===== src/rtl/aclk_pkg.sv =====
// Shared constants and the source-select encoding for the audio clock generator.
package aclk_pkg;
    typedef enum logic {
        SRC_MCLK = 1'b0,
        SRC_REF  = 1'b1
    } src_e;

    // Half of a frame, in divided system ticks, per clocking mode.
    localparam int unsigned HALF_NORMAL = 128;
    localparam int unsigned HALF_USB    = 136;
endpackage


===== src/rtl/aclk_tick_sel.sv =====
// Forms the system tick from the selected source enable.
// Assumes mclk_en and ref_en are single-cycle pulses synchronous to clk.
// The halving phase restarts with the other dividers so that phase is repeatable.
module aclk_tick_sel
    import aclk_pkg::*;
(
    input  logic clk,
    input  logic rst_n,
    input  logic restart,
    input  logic mclk_en,
    input  logic ref_en,
    input  logic src_sel,
    input  logic mclk_half,
    output logic tick
);
    logic half_ph_q;

    // Halving phase: flips on each master-clock pulse while that source is chosen.
    always_ff @(posedge clk) begin
        if (!rst_n || restart) begin
            half_ph_q <= 1'b0;
        end else if (src_e'(src_sel) == SRC_MCLK && mclk_en) begin
            half_ph_q <= ~half_ph_q;
        end
    end

    // Tick selection: the reference path ignores the halving option.
    always_comb begin
        if (restart) begin
            tick = 1'b0;
        end else if (src_e'(src_sel) == SRC_REF) begin
            tick = ref_en;
        end else begin
            tick = mclk_en && (!mclk_half || half_ph_q);
        end
    end
endmodule


===== src/rtl/aclk_toggle_div.sv =====
// Toggling divider: output inverts every (last+1) ticks.
// Assumes last is held constant between restarts. Restart clears the count and the output.
module aclk_toggle_div #(
    parameter int CW = 12
) (
    input  logic          clk,
    input  logic          rst_n,
    input  logic          restart,
    input  logic          tick,
    input  logic [CW-1:0] last,
    output logic          q
);
    logic [CW-1:0] cnt_q;

    // Count ticks and flip the output on the terminal count.
    always_ff @(posedge clk) begin
        if (!rst_n || restart) begin
            cnt_q <= '0;
            q     <= 1'b0;
        end else if (tick) begin
            if (cnt_q >= last) begin
                cnt_q <= '0;
                q     <= ~q;
            end else begin
                cnt_q <= cnt_q + 1'b1;
            end
        end
    end
endmodule


===== src/rtl/aclk_cfg_hold.sv =====
// Validates a requested configuration on resync and keeps the active one.
// Assumes HF_W can hold 2^DIV_W * 136 and 2^(2^K_W).
// An unaligned request sets err and leaves the active setting untouched.
module aclk_cfg_hold
    import aclk_pkg::*;
#(
    parameter int DIV_W = 4,
    parameter int K_W   = 3,
    parameter int HF_W  = 12
) (
    input  logic             clk,
    input  logic             rst_n,
    input  logic             resync,
    input  logic             usb_in,
    input  logic [DIV_W-1:0] adc_div_in,
    input  logic [DIV_W-1:0] dac_div_in,
    input  logic [K_W-1:0]   k_in,
    output logic [HF_W-1:0]  frame_last [2],
    output logic [HF_W-1:0]  bclk_last,
    output logic             restart,
    output logic             err
);
    localparam int NCONV = 2;

    logic                  act_usb_q;
    logic [K_W-1:0]        act_k_q;
    logic [DIV_W-1:0]      act_div_q [NCONV];
    logic [DIV_W-1:0]      req_div   [NCONV];
    logic [NCONV-1:0]      req_ok;
    logic [HF_W-1:0]       req_mask;

    function automatic logic [HF_W-1:0] half_frame(input logic usb, input logic [DIV_W-1:0] d);
        return (HF_W'(d) + HF_W'(1)) * (usb ? HF_W'(HALF_USB) : HF_W'(HALF_NORMAL));
    endfunction

    assign req_div[0] = adc_div_in;
    assign req_div[1] = dac_div_in;
    assign req_mask   = (HF_W'(2) << k_in) - HF_W'(1);
    assign restart    = resync && (&req_ok);
    assign bclk_last  = (HF_W'(1) << act_k_q) - HF_W'(1);

    for (genvar g = 0; g < NCONV; g++) begin : g_conv
        // Alignment: half-frame must be a whole number of bit-clock periods.
        assign req_ok[g]     = (half_frame(usb_in, req_div[g]) & req_mask) == '0;
        assign frame_last[g] = half_frame(act_usb_q, act_div_q[g]) - HF_W'(1);

        // Active divider: loaded only by a valid resync.
        always_ff @(posedge clk) begin
            if (!rst_n) begin
                act_div_q[g] <= '0;
            end else if (restart) begin
                act_div_q[g] <= req_div[g];
            end
        end
    end

    // Active mode and bit-clock exponent, plus the error flag.
    always_ff @(posedge clk) begin
        if (!rst_n) begin
            act_usb_q <= 1'b0;
            act_k_q   <= '0;
            err       <= 1'b0;
        end else if (resync) begin
            err <= ~(&req_ok);
            if (&req_ok) begin
                act_usb_q <= usb_in;
                act_k_q   <= k_in;
            end
        end
    end
endmodule


===== src/rtl/aif_clkgen.sv =====
// Audio interface clock generator top.
// Derives the bit clock and the ADC/DAC frame clocks from one system tick.
// In slave mode it passes the external clocks through.
// Assumes all inputs are synchronous to clk.
module aif_clkgen #(
    parameter int DIV_W = 4,
    parameter int K_W   = 3
) (
    input  logic             clk,
    input  logic             rst_n,
    input  logic             mclk_en,
    input  logic             ref_en,
    input  logic             src_sel,
    input  logic             mclk_half,
    input  logic             master,
    input  logic             resync,
    input  logic             cfg_usb,
    input  logic [DIV_W-1:0] cfg_adc_div,
    input  logic [DIV_W-1:0] cfg_dac_div,
    input  logic [K_W-1:0]   cfg_bclk_k,
    input  logic             ext_bclk,
    input  logic             ext_adc_lr,
    input  logic             ext_dac_lr,
    output logic             bclk,
    output logic             adc_lrclk,
    output logic             dac_lrclk,
    output logic             cfg_err
);
    localparam int HF_A = DIV_W + 8;
    localparam int HF_B = (1 << K_W) + 1;
    localparam int HF_W = (HF_A > HF_B) ? HF_A : HF_B;

    logic            tick;
    logic            restart;
    logic [HF_W-1:0] frame_last [2];
    logic [HF_W-1:0] bclk_last;
    logic            bclk_int;
    logic [1:0]      lr_int;

    aclk_cfg_hold #(.DIV_W(DIV_W), .K_W(K_W), .HF_W(HF_W)) u_cfg (
        .clk(clk), .rst_n(rst_n), .resync(resync), .usb_in(cfg_usb),
        .adc_div_in(cfg_adc_div), .dac_div_in(cfg_dac_div), .k_in(cfg_bclk_k),
        .frame_last(frame_last), .bclk_last(bclk_last),
        .restart(restart), .err(cfg_err)
    );

    aclk_tick_sel u_tick (
        .clk(clk), .rst_n(rst_n), .restart(restart), .mclk_en(mclk_en),
        .ref_en(ref_en), .src_sel(src_sel), .mclk_half(mclk_half), .tick(tick)
    );

    aclk_toggle_div #(.CW(HF_W)) u_bclk (
        .clk(clk), .rst_n(rst_n), .restart(restart), .tick(tick),
        .last(bclk_last), .q(bclk_int)
    );

    for (genvar c = 0; c < 2; c++) begin : g_frame
        aclk_toggle_div #(.CW(HF_W)) u_lr (
            .clk(clk), .rst_n(rst_n), .restart(restart), .tick(tick),
            .last(frame_last[c]), .q(lr_int[c])
        );
    end

    // Output select: generated clocks in master mode, external ones otherwise.
    always_comb begin
        bclk      = master ? bclk_int  : ext_bclk;
        adc_lrclk = master ? lr_int[0] : ext_adc_lr;
        dac_lrclk = master ? lr_int[1] : ext_dac_lr;
    end
endmodule


===== config.mk =====
export PLATFORM = sky130hd
export DESIGN_NAME = aif_clkgen
export DESIGN_NICKNAME = d
export VERILOG_FILES = /design/src/rtl/aclk_pkg.sv /design/src/rtl/aclk_tick_sel.sv /design/src/rtl/aclk_toggle_div.sv /design/src/rtl/aclk_cfg_hold.sv /design/src/rtl/aif_clkgen.sv
export SDC_FILE = /design/constraint.sdc
export NUM_CORES = 1
export LEC_CHECK = 0
export ABC_AREA = 1
export BUFFER_PORTS_ARGS = -buffer_cell sky130_fd_sc_hd__buf_2
export CAP_MARGIN = 10
export CELL_PAD_IN_SITES_DETAIL_PLACEMENT = 1
export CELL_PAD_IN_SITES_GLOBAL_PLACEMENT = 2
export CORE_MARGIN = 1.5
export CORE_UTILIZATION = 33
export DETAILED_ROUTE_END_ITERATION = 7
export PLACE_DENSITY = 0.89
export SYNTH_ARGS = -nofsm -noshare
export SYNTH_HDL_FRONTEND = slang
export SYNTH_SLANG_ARGS = --single-unit

===== constraint.sdc =====
create_clock -name clk -period 4.12 [get_ports clk]
set_input_delay 0.412 -clock clk [delete_from_list [all_inputs] [get_ports clk]]
set_output_delay 0.412 -clock clk [all_outputs]
set_load 0.005 [all_outputs]

# Word level (Yosys, flattened, before mapping)

Memory sizes are Yosys's and may differ from the RTL's.
Index checks and enable logic that the tools add are counted.

Word-level logic and storage cells: 71
RAM bits: 8
Output and inout bits: 4
Bits of input ports: 23
Register bits after elaboration: 45
Memories: 1

Multipliers: 4
Muxes and demuxes: 16
$add $sub $neg: 11
Reduce and logical (&&, ||, !) cells: 14
Shift operators: 2
Order comparisons: 3
Bitwise operators: 10

Memories:

| name            | words | width | read ports | clocked after memory_dff | write ports | line                | text |
|---|---|---|---|---|---|---|---|
| u_cfg.act_div_q | 2     | 4     | 2          | 0                        | 2           | aclk_cfg_hold.sv:27 | `logic [DIV_W-1:0] act_div_q [NCONV];` |

Operators with widths:

| cell                                               | number |
|---|---|
| multiplier 12 x 12 -> 12 bit                       | 4 |
| adder 12 x 1 -> 12 bit, second input constant      | 3 |
| >= comparator 12 bit                               | 3 |
| two-way mux 12 bit                                 | 3 |
| bitwise AND 12 bit                                 | 2 |
| logical NOT 12 bit                                 | 2 |
| subtractor 12 x 1 -> 12 bit, second input constant | 2 |
| subtractor 12 x 2 -> 12 bit, second input constant | 2 |
| adder 4 x 1 -> 5 bit, second input constant        | 4 |
| two-way mux 4 bit                                  | 4 |
| << shifter 1 x 3 -> 12 bit, first input constant   | 1 |
| << shifter 2 x 3 -> 12 bit, first input constant   | 1 |
| two-way mux 1 bit                                  | 9 |
| AND reduction 2 bit                                | 4 |
| NOT 1 bit                                          | 6 |
| logical AND 1 bit                                  | 3 |
| AND reduction 3 bit                                | 1 |
| logical NOT 1 bit                                  | 2 |
| logical OR 1 bit                                   | 2 |
| OR 1 bit                                           | 2 |

# Longest topological paths before layout

Gate-level depths: netlist of the first run.

Depth in word-level cells: 10
Gate-level depth with buffers: 29
Gate-level depth less buffers: 29

# Modules after synthesis

A second synthesis of the first run with hierarchy kept.

Cells, all modules: 675
Area, all modules: 4804.6 µm²

By module, submodules not included:

| module          | instances | seq. area each (µm²) | cells each | area an instance (µm²) |
|---|---|---|---|---|
| aclk_toggle_div | 3         | 260.2                | 130        | 960.9 |
| aclk_cfg_hold   | 1         | 340.3                | 261        | 1808.0 |
| aclk_tick_sel   | 1         | 20.0                 | 14         | 76.3 |
| aif_clkgen      | 1         | 0.0                  | 10         | 37.5 |

# Worst setup path after synthesis of the first run

Ideal clock, no wire load.

Kind: register -> register
Start: memory u_cfg.act_div_q[1][0]
End: register g_frame[1].u_lr.q
Path buffers: 1
Setup time: 110 ps
Stages on the path, launching flop included: 30
Path slack: 240 ps
Data required time: 4010 ps
Clock period less this slack: 3880 ps
Arrival time: 3771 ps
Cells stage by stage: edfxtp_1 ha_1 nand2_1 inv_1 nor2_1 inv_1 nor2_1 inv_1 ha_1 ha_1 inv_1 fa_1 o21ai_0 nand2_1 nand2_1 a21oi_1 xor2_1 inv_1 nand2_1 nand2_1 inv_1 ha_1 nand2_1 nor2_1 nand3_1 nand3_1 clkbuf_1 nand4_1 nand2_1 nor2_1

RTL lines:

| item                   | line                  | text |
|---|---|---|
| start: declaration     | aclk_cfg_hold.sv:27   |  |
| end signal: assignment | aclk_toggle_div.sv:23 | `q <= ~q;` |
| end: declaration       | aclk_toggle_div.sv:11 | `output logic q` |

==> results of run 1 <==
-- final cells by class --
cell class	count	area, um2	share of cell area, %
tap	184	230.2	4.162
timing repair buffer	41	261.5	4.727
clock inverter	1	5.005	0.09048
clock buffer	7	153.9	2.782
inverter	94	352.8	6.379
sequential	53	1141	20.63
multi-input combinational	503	3387	61.23
-- state kept, by name, indices dropped and copies added (netlist names) --
register	count
g_frame.u_lr.cnt_q	24
u_bclk.cnt_q	12
u_cfg.act_div_q	8
u_cfg.act_k_q	3
g_frame.u_lr.q	2
u_bclk.q	1
u_cfg.act_usb_q	1
u_cfg.err	1
u_tick.half_ph_q	1
-- power groups by stage --
| stage | clock [mW] | sequential (mW) | combinational [mW] |
|---|---|---|---|
| after floorplan | 0 | 0.568 | 0.394 |
| after global placement | 0 | 0.571 | 0.477 |
| after detailed placement | 0 | 0.572 | 0.510 |
| after CTS | 0.490 | 0.559 | 0.518 |
| after global routing | 0.503 | 0.563 | 0.638 |
| final | 0.473 | 0.560 | 0.565 |
-- timing repair --
item / CTS / global route
resized for setup: 4 / 59
cloned: 0 / 1
pin swaps: 0 / 27
setup buffers: 1 / 6
endpoints found under the setup margin: 13 / 26
-- worst max-delay path, delay by kind of cell, from the launching register on --
family | cells | cell delay [ns]
AOI/OAI and AO/OA | 5 | 0.63
xor gates and xnor gates | 1 | 0.19
adders and majority gates | 5 | 1.18
buffers and inverters | 7 | 0.49
DFF | 1 | 0.40
and+or+nand+nor | 10 | 0.92
-- logic make-up after synthesis --
| group | synth area share [%] |
|---|---|
| AOI/OAI and AO/OA | 10.80 |
| xor gates and xnor gates | 6.478 |
| adders and majority gates | 17.07 |
| buffers and inverters | 11.13 |
| DFF | 23.44 |
| other | 0.07705 |
| and+or+nand+nor | 31.00 |
-- through the flow --
stage / util, % / setup slack, ns
global placement: 35.18 / -0.06797
floorplan: - / 0.2396
detailed placement: 35.18 / -0.1884
finish: 38.20 / 0.2388
global route: 38.20 / -0.04199
CTS: 36.39 / 0.005542
-- synth_stat cells (2+ instances only) --
cell	count	share of area [%]
o21bai_1	6	0.93
nand3_2	26	5.3
inv_1	93	7.2
o21ai_0	11	1.1
nand2_1	140	11
nand4_1	12	1.5
nand3_1	34	3.5
edfxtp_1	8	4.9
buf_12	4	1.6
nand2_4	2	0.46
o22ai_1	3	0.39
buf_4	3	0.46
xnor2_1	10	1.8
buf_2	3	0.31
nor2_1	99	7.6
dfxtp_1	45	19
fa_1	4	1.6
a21oi_1	25	2.6
nand2_2	2	0.26
o21a_1	2	0.31
xor2_1	26	4.7
ha_1	60	15
nor3_1	7	0.72
buf_6	6	1.4
a21oi_2	24	4.3
-- worst paths after layout --
check,cells after the start,from,to,slack [ns]
worst max-delay path,28,u_cfg.act_div_q[1][1]$_SDFFCE_PN0P_,g_frame[1].u_lr.cnt_q[10]$_SDFFE_PP0P_,0.24
worst min-delay path,3,resync,u_cfg.err$_SDFFE_PN0P_,0.35
worst max register to register,28,u_cfg.act_div_q[1][1]$_SDFFCE_PN0P_,g_frame[1].u_lr.cnt_q[10]$_SDFFE_PP0P_,0.24
worst min register to register,2,u_bclk.cnt_q[10]$_SDFFE_PP0P_,u_bclk.cnt_q[10]$_SDFFE_PP0P_,0.46
-- layer usage --
metal | global-route usage [%] | vias up | wire length, um | part of all wire [%]
li1 | - | 2202 | - | -
met4 | 4.665 | 0 | 151 | 1.2
met2 | 29.67 | 43 | 6587 | 54
met1 | 18.40 | 2069 | 5313 | 43
met5 | 0 | - | 0 | 0
met3 | 2.019 | 11 | 233 | 1.9
==> impl_metrics.ini, run 1 <==
[power]
pwr-share-comb_pct = 35.3
p_sw_share_pct = 36.24
p_leak_nw = 2.393
p_per_area_mw_per_mm2 = 289.0
p_int_mw = 1.019
power.total_mw = 1.599
p_seq_share_pct = 35.0
vdd_drop_max_v = 0.0001555
switchingPower_uw = 579.3
p_clk_share_pct = 29.6

[setup_path]
cp_max_fo = 6
start_kind = register
cp.arrival_ns = 4.12
crit_required_ns = 4.36
cp_slowest_cell = edfxtp_1
endpoint_kind = register
crit_type = reg2reg
crit_top_cell = inv_2
max_stage_delay_ns = 0.40

[worst_hold_path]
hp-class = in2reg

[grt]
grt_pass1_vias = 4591
overflow = 0
gr-usage-all-layers_pct = 15.74
antenna_found_initial = 0
grt_max_degree = 42
grt_first_pass_wirelength_um = 20440

[floorplan]
start_util_pct = 33.62
rows = 44
die_area_mm2 = 0.01549
core-area_mm2 = 0.01448
die_x_um = 124.4
die_h_um = 124.4
ioPinCount = 27

[sta]
setup_viol = 0
fin_crit_ns = 3.881
worst_slew_pin_slew_ns = 0.6620
fin_worst_skew_ns = 0.006380
slew_violations = 0
setup-tns-final_ns = 0
max_slew_margin_pct = 55.86
period_share_pct = 94.20
whs_ns = 0.3501
fmax_mhz = 257.7
hold_viol = 0

[detailed_routing]
drt_iter0_drc = 97
ant_nets = 0
drtPass1Iterations = 4
routed_via_density = 4.898
routed_wl_um = 12290
num_vias = 4325
wl_per_cell_um = 13.91
drc = 0

[cts]
cts_sinks = 53
clkLatencyLatePin_ns = 0.31
cts_root_buf = clkbuf_16
cts_tree = done
cts_buffers = 5
clk_path_buf_depth = 2
hold_buffers = 0
cts.clk_slew.worst_paths_ns = 0.07
cts_max_level = 2

[yosys]
yosysWarnings = 0
synth_cell_types = 37
syn_area_per_cell_um2 = 7.297
synthArstFlopShare_pct = 0
yosysSeqAreaShare_pct = 23.44
syn_nets = 754
netlist_area_mm2 = 0.004867
synth_edf_count = 8
ys_ff_latch = 53
synth_ff_type = dfxtp_1
syn_inst = 667

[final_layout]
area_delta_synth_final_pct = 13.65
nNetsFinal = 785
final_cell_mix = nand2_1 (135), inv_1 (89), nor2_1 (78), ha_1 (54), dfxtp_1 (45)
drive_above_1_share_pct = 22.46
fill_cells = 1790
fin_cells = 883
mostFrequentLayoutCell = nand2_1
post-route-cell-area_mm2 = 0.005532
diodes = 0

[status]
status = finished clean

[placement]
place_congestion = 0.8179
io_buffers = 26
dp_cells = 867
place_area_mm2 = 0.005094
dp_hpwl_um = 9159

[job]
maxCapViolations = 0
(Power assumes the default switching activity.)
==> run 2: changes to the inputs <==
==> constraint.sdc (replaced) <==
create_clock -name clk -period 3.2 [get_ports clk]
set_input_delay 0.32 -clock clk [delete_from_list [all_inputs] [get_ports clk]]
set_output_delay 0.32 -clock clk [all_outputs]
set_load 0.005 [all_outputs]
==> run 2 against run 1 <==
The run now ends with negative setup slack left. First-iteration DRC count increased by 67%. Critical path depth decreased by 1. Utilization increased by 5.5 points. Non-clock buffer count increased by 43. Clock skew increased by 0.0069 ns. Wire length increased by 19%. Worst hold slack got worse by 0.099 ns. Register-to-register slack got worse by 1.0 ns. Via count increased by 6.7%. Cell count increased by 4.9%. Flip-flop and latch count unchanged.
==> impl_metrics.ini, run 2 (synthesis results as in run 1) <==
[worst_hold_path]
hp-class = in2reg
min_to = u_cfg.err$_SDFFE_PN0P_
hold_start = resync
holdPathStages = 3

[placement]
dp_hpwl_um = 9788
io_buffers = 26
dp_slack_ns = -0.7914
place_area_mm2 = 0.005449
place_congestion = 0.7611

[detailed_routing]
drc = 0
drt_iter0_drc = 162
routed_via_density = 4.982
num_vias = 4613
wl_per_cell_um = 15.85
ant_nets = 0
routed_wl_um = 14670
drtPass1Iterations = 6

[setup_path]
crit_type = reg2reg
r2r_start = u_cfg.act_div_q[0][0]$_SDFFCE_PN0P_
endpoint_kind = register
cp.arrival_ns = 4.24
cp_max_fo = 7
worst-r2r-cell-count = 27
reg2reg_to = g_frame[0].u_lr.cnt_q[0]$_SDFFE_PP0P_
start_kind = register
crit_required_ns = 3.44
regToRegSetupSlack_ns = -0.80

[power]
p_per_area_mw_per_mm2 = 370.9
vdd_drop_max_v = 0.0003094
power.total_mw = 2.345
p_leak_nw = 2.640

[final_layout]
nNetsFinal = 828
top_regs = g_frame.u_lr.cnt_q: 24 flops, u_bclk.cnt_q: 12 flops, u_cfg.act_div_q: 8 flops
diodes = 0
mostFrequentLayoutCell = nand2_1
drive_above_1_share_pct = 34.10
post-route-cell-area_mm2 = 0.006324
final_cell_mix = nand2_1 (129), inv_1 (81), nor2_1 (64), buf_4 (53), dfxtp_1 (45)
regArea_mm2 = 0.001141
top_register = g_frame.u_lr.cnt_q
multi_input_area_mm2 = 0.003807
area_delta_synth_final_pct = 29.92
fill_cells = 1792
largest_reg_flops = 24

[sta]
setup_viol = 26
rsz0062_at_grt = yes
slew_violations = 0
final.setup.worst_slack_ns = -0.8041
fmax_mhz = 249.7
hold_viol = 0
worst_slew_pin_slew_ns = 0.6761
fin_crit_ns = 4.004
fin_worst_skew_ns = 0.01332
max_slew_margin_pct = 54.92
period_share_pct = 125.1

[job]
maxCapViolations = 0

[cts]
cts_root_buf = clkbuf_16
cts_tree = done
clkLatencyLatePin_ns = 0.31
cts_max_level = 2
clk_path_buf_depth = 2
cts_sinks = 53
cts_buffers = 5
cts.clk_slew.worst_paths_ns = 0.07

[status]
status = finished, violations left
violations = negative setup slack

[floorplan]
start_util_pct = 33.62
die_h_um = 124.4
die_x_um = 124.4
die_area_mm2 = 0.01549
ioPinCount = 27
core-area_mm2 = 0.01448
rows = 44

[grt]
antenna_found_initial = 0
gr-usage-all-layers_pct = 17.84
grt_pass1_vias = 5046
grt_max_degree = 42
overflow = 0
grt_first_pass_wirelength_um = 23130
## run 2: cell types whose count changed in the layout (fill, tap and decap cells not counted), moves of 7 or more
cell | before | now
buf_4 | 11 | 53
nor2_1 | 78 | 64
inv_1 | 89 | 81
nor2_2 | 17 | 8
nor2_4 | 4 | 27
ha_4 | 4 | 16
ha_1 | 54 | 41
inv_2 | 4 | 11
## run 2: worst max path at each step
stage                                        startpoint                                      to  slack (ns)  cells after the start
finish              u_cfg.act_div_q[0][0]$_SDFFCE_PN0P_   g_frame[0].u_lr.cnt_q[0]$_SDFFE_PP0P_       -0.80                     27
global route        u_cfg.act_div_q[1][0]$_SDFFCE_PN0P_   g_frame[1].u_lr.cnt_q[5]$_SDFFE_PP0P_       -0.99                     28
CTS                 u_cfg.act_div_q[1][1]$_SDFFCE_PN0P_   g_frame[1].u_lr.cnt_q[0]$_SDFFE_PP0P_       -0.70                     29
detailed placement  u_cfg.act_div_q[1][0]$_SDFFCE_PN0P_   g_frame[1].u_lr.cnt_q[7]$_SDFFE_PP0P_       -0.79                     27
global placement    u_cfg.act_div_q[1][0]$_SDFFCE_PN0P_   g_frame[1].u_lr.cnt_q[5]$_SDFFE_PP0P_       -0.54                     27
floorplan           u_cfg.act_div_q[1][0]$_SDFFCE_PN0P_  g_frame[1].u_lr.cnt_q[10]$_SDFFE_PP0P_       -0.42                     28
## run 2: power breakdown
part	leakage (nW)	total, mW	internal, mW	switching (mW)
registers	0.445	0.728	0.701	0.0270
logic	2.11	0.989	0.431	0.558
clock network	0.0830	0.629	0.345	0.284
total	2.64	2.35	1.48	0.869
## run 2: final cells by class
type                       count  share of cell area, %
inverter                      94                  5.619
clock buffer                   6                  2.374
multi-input combinational    503                  60.21
tap                          184                  3.641
timing repair buffer          84                  9.834
clock inverter                 2                 0.2770
sequential                    53                  18.05
## run 2: routing by layer
metal / wire, um / part of all wire [%] / track usage [%]
met5: 0 / 0 / 0
met3: 274 / 1.9 / 2.405
met2: 8008 / 55 / 34.07
met1: 5982 / 41 / 20.95
met4: 408 / 2.8 / 3.922
## run 2: what timing repair did
action | in CTS | in global routing
buffers inserted | 13 | 8
endpoints found under the setup margin | 26 | 26
cloned | 1 | 0
hold buffers | 0 | 0
pin swaps | 31 | 66
gates resized for setup | 39 | 77
## run 2: critical path, stage by stage (launching register included)
cell	delay [ns]
edfxtp_1	0.47
ha_4	0.22
nand2_4	0.08
inv_4	0.05
nor2_4	0.11
inv_2	0.06
nor2_4	0.13
inv_2	0.06
ha_4	0.27
ha_4	0.13
inv_2	0.05
fa_2	0.39
o21ai_4	0.16
a21oi_2	0.08
nor2_1	0.19
nor2_2	0.06
inv_1	0.06
nand2_1	0.06
nand2_1	0.10
inv_2	0.05
ha_4	0.23
a21oi_4	0.13
o21a_1	0.20
nand3_4	0.13
buf_12	0.17
nor2_4	0.07
nand3_2	0.07
a21oi_2	0.14
## run 2: per-stage QoR
stage	utilization [%]	hold slack [ns]	instances	setup TNS [ns]
after global routing	43.67	0.2764	926	-24.34
after floorplan	-	0.4325	667	-9.007
after CTS	40.69	0.2486	920	-15.95
final	43.67	0.2506	926	-18.57
after global placement	37.63	0.4397	898	-12.40
after detailed placement	37.63	0.4529	898	-18.84
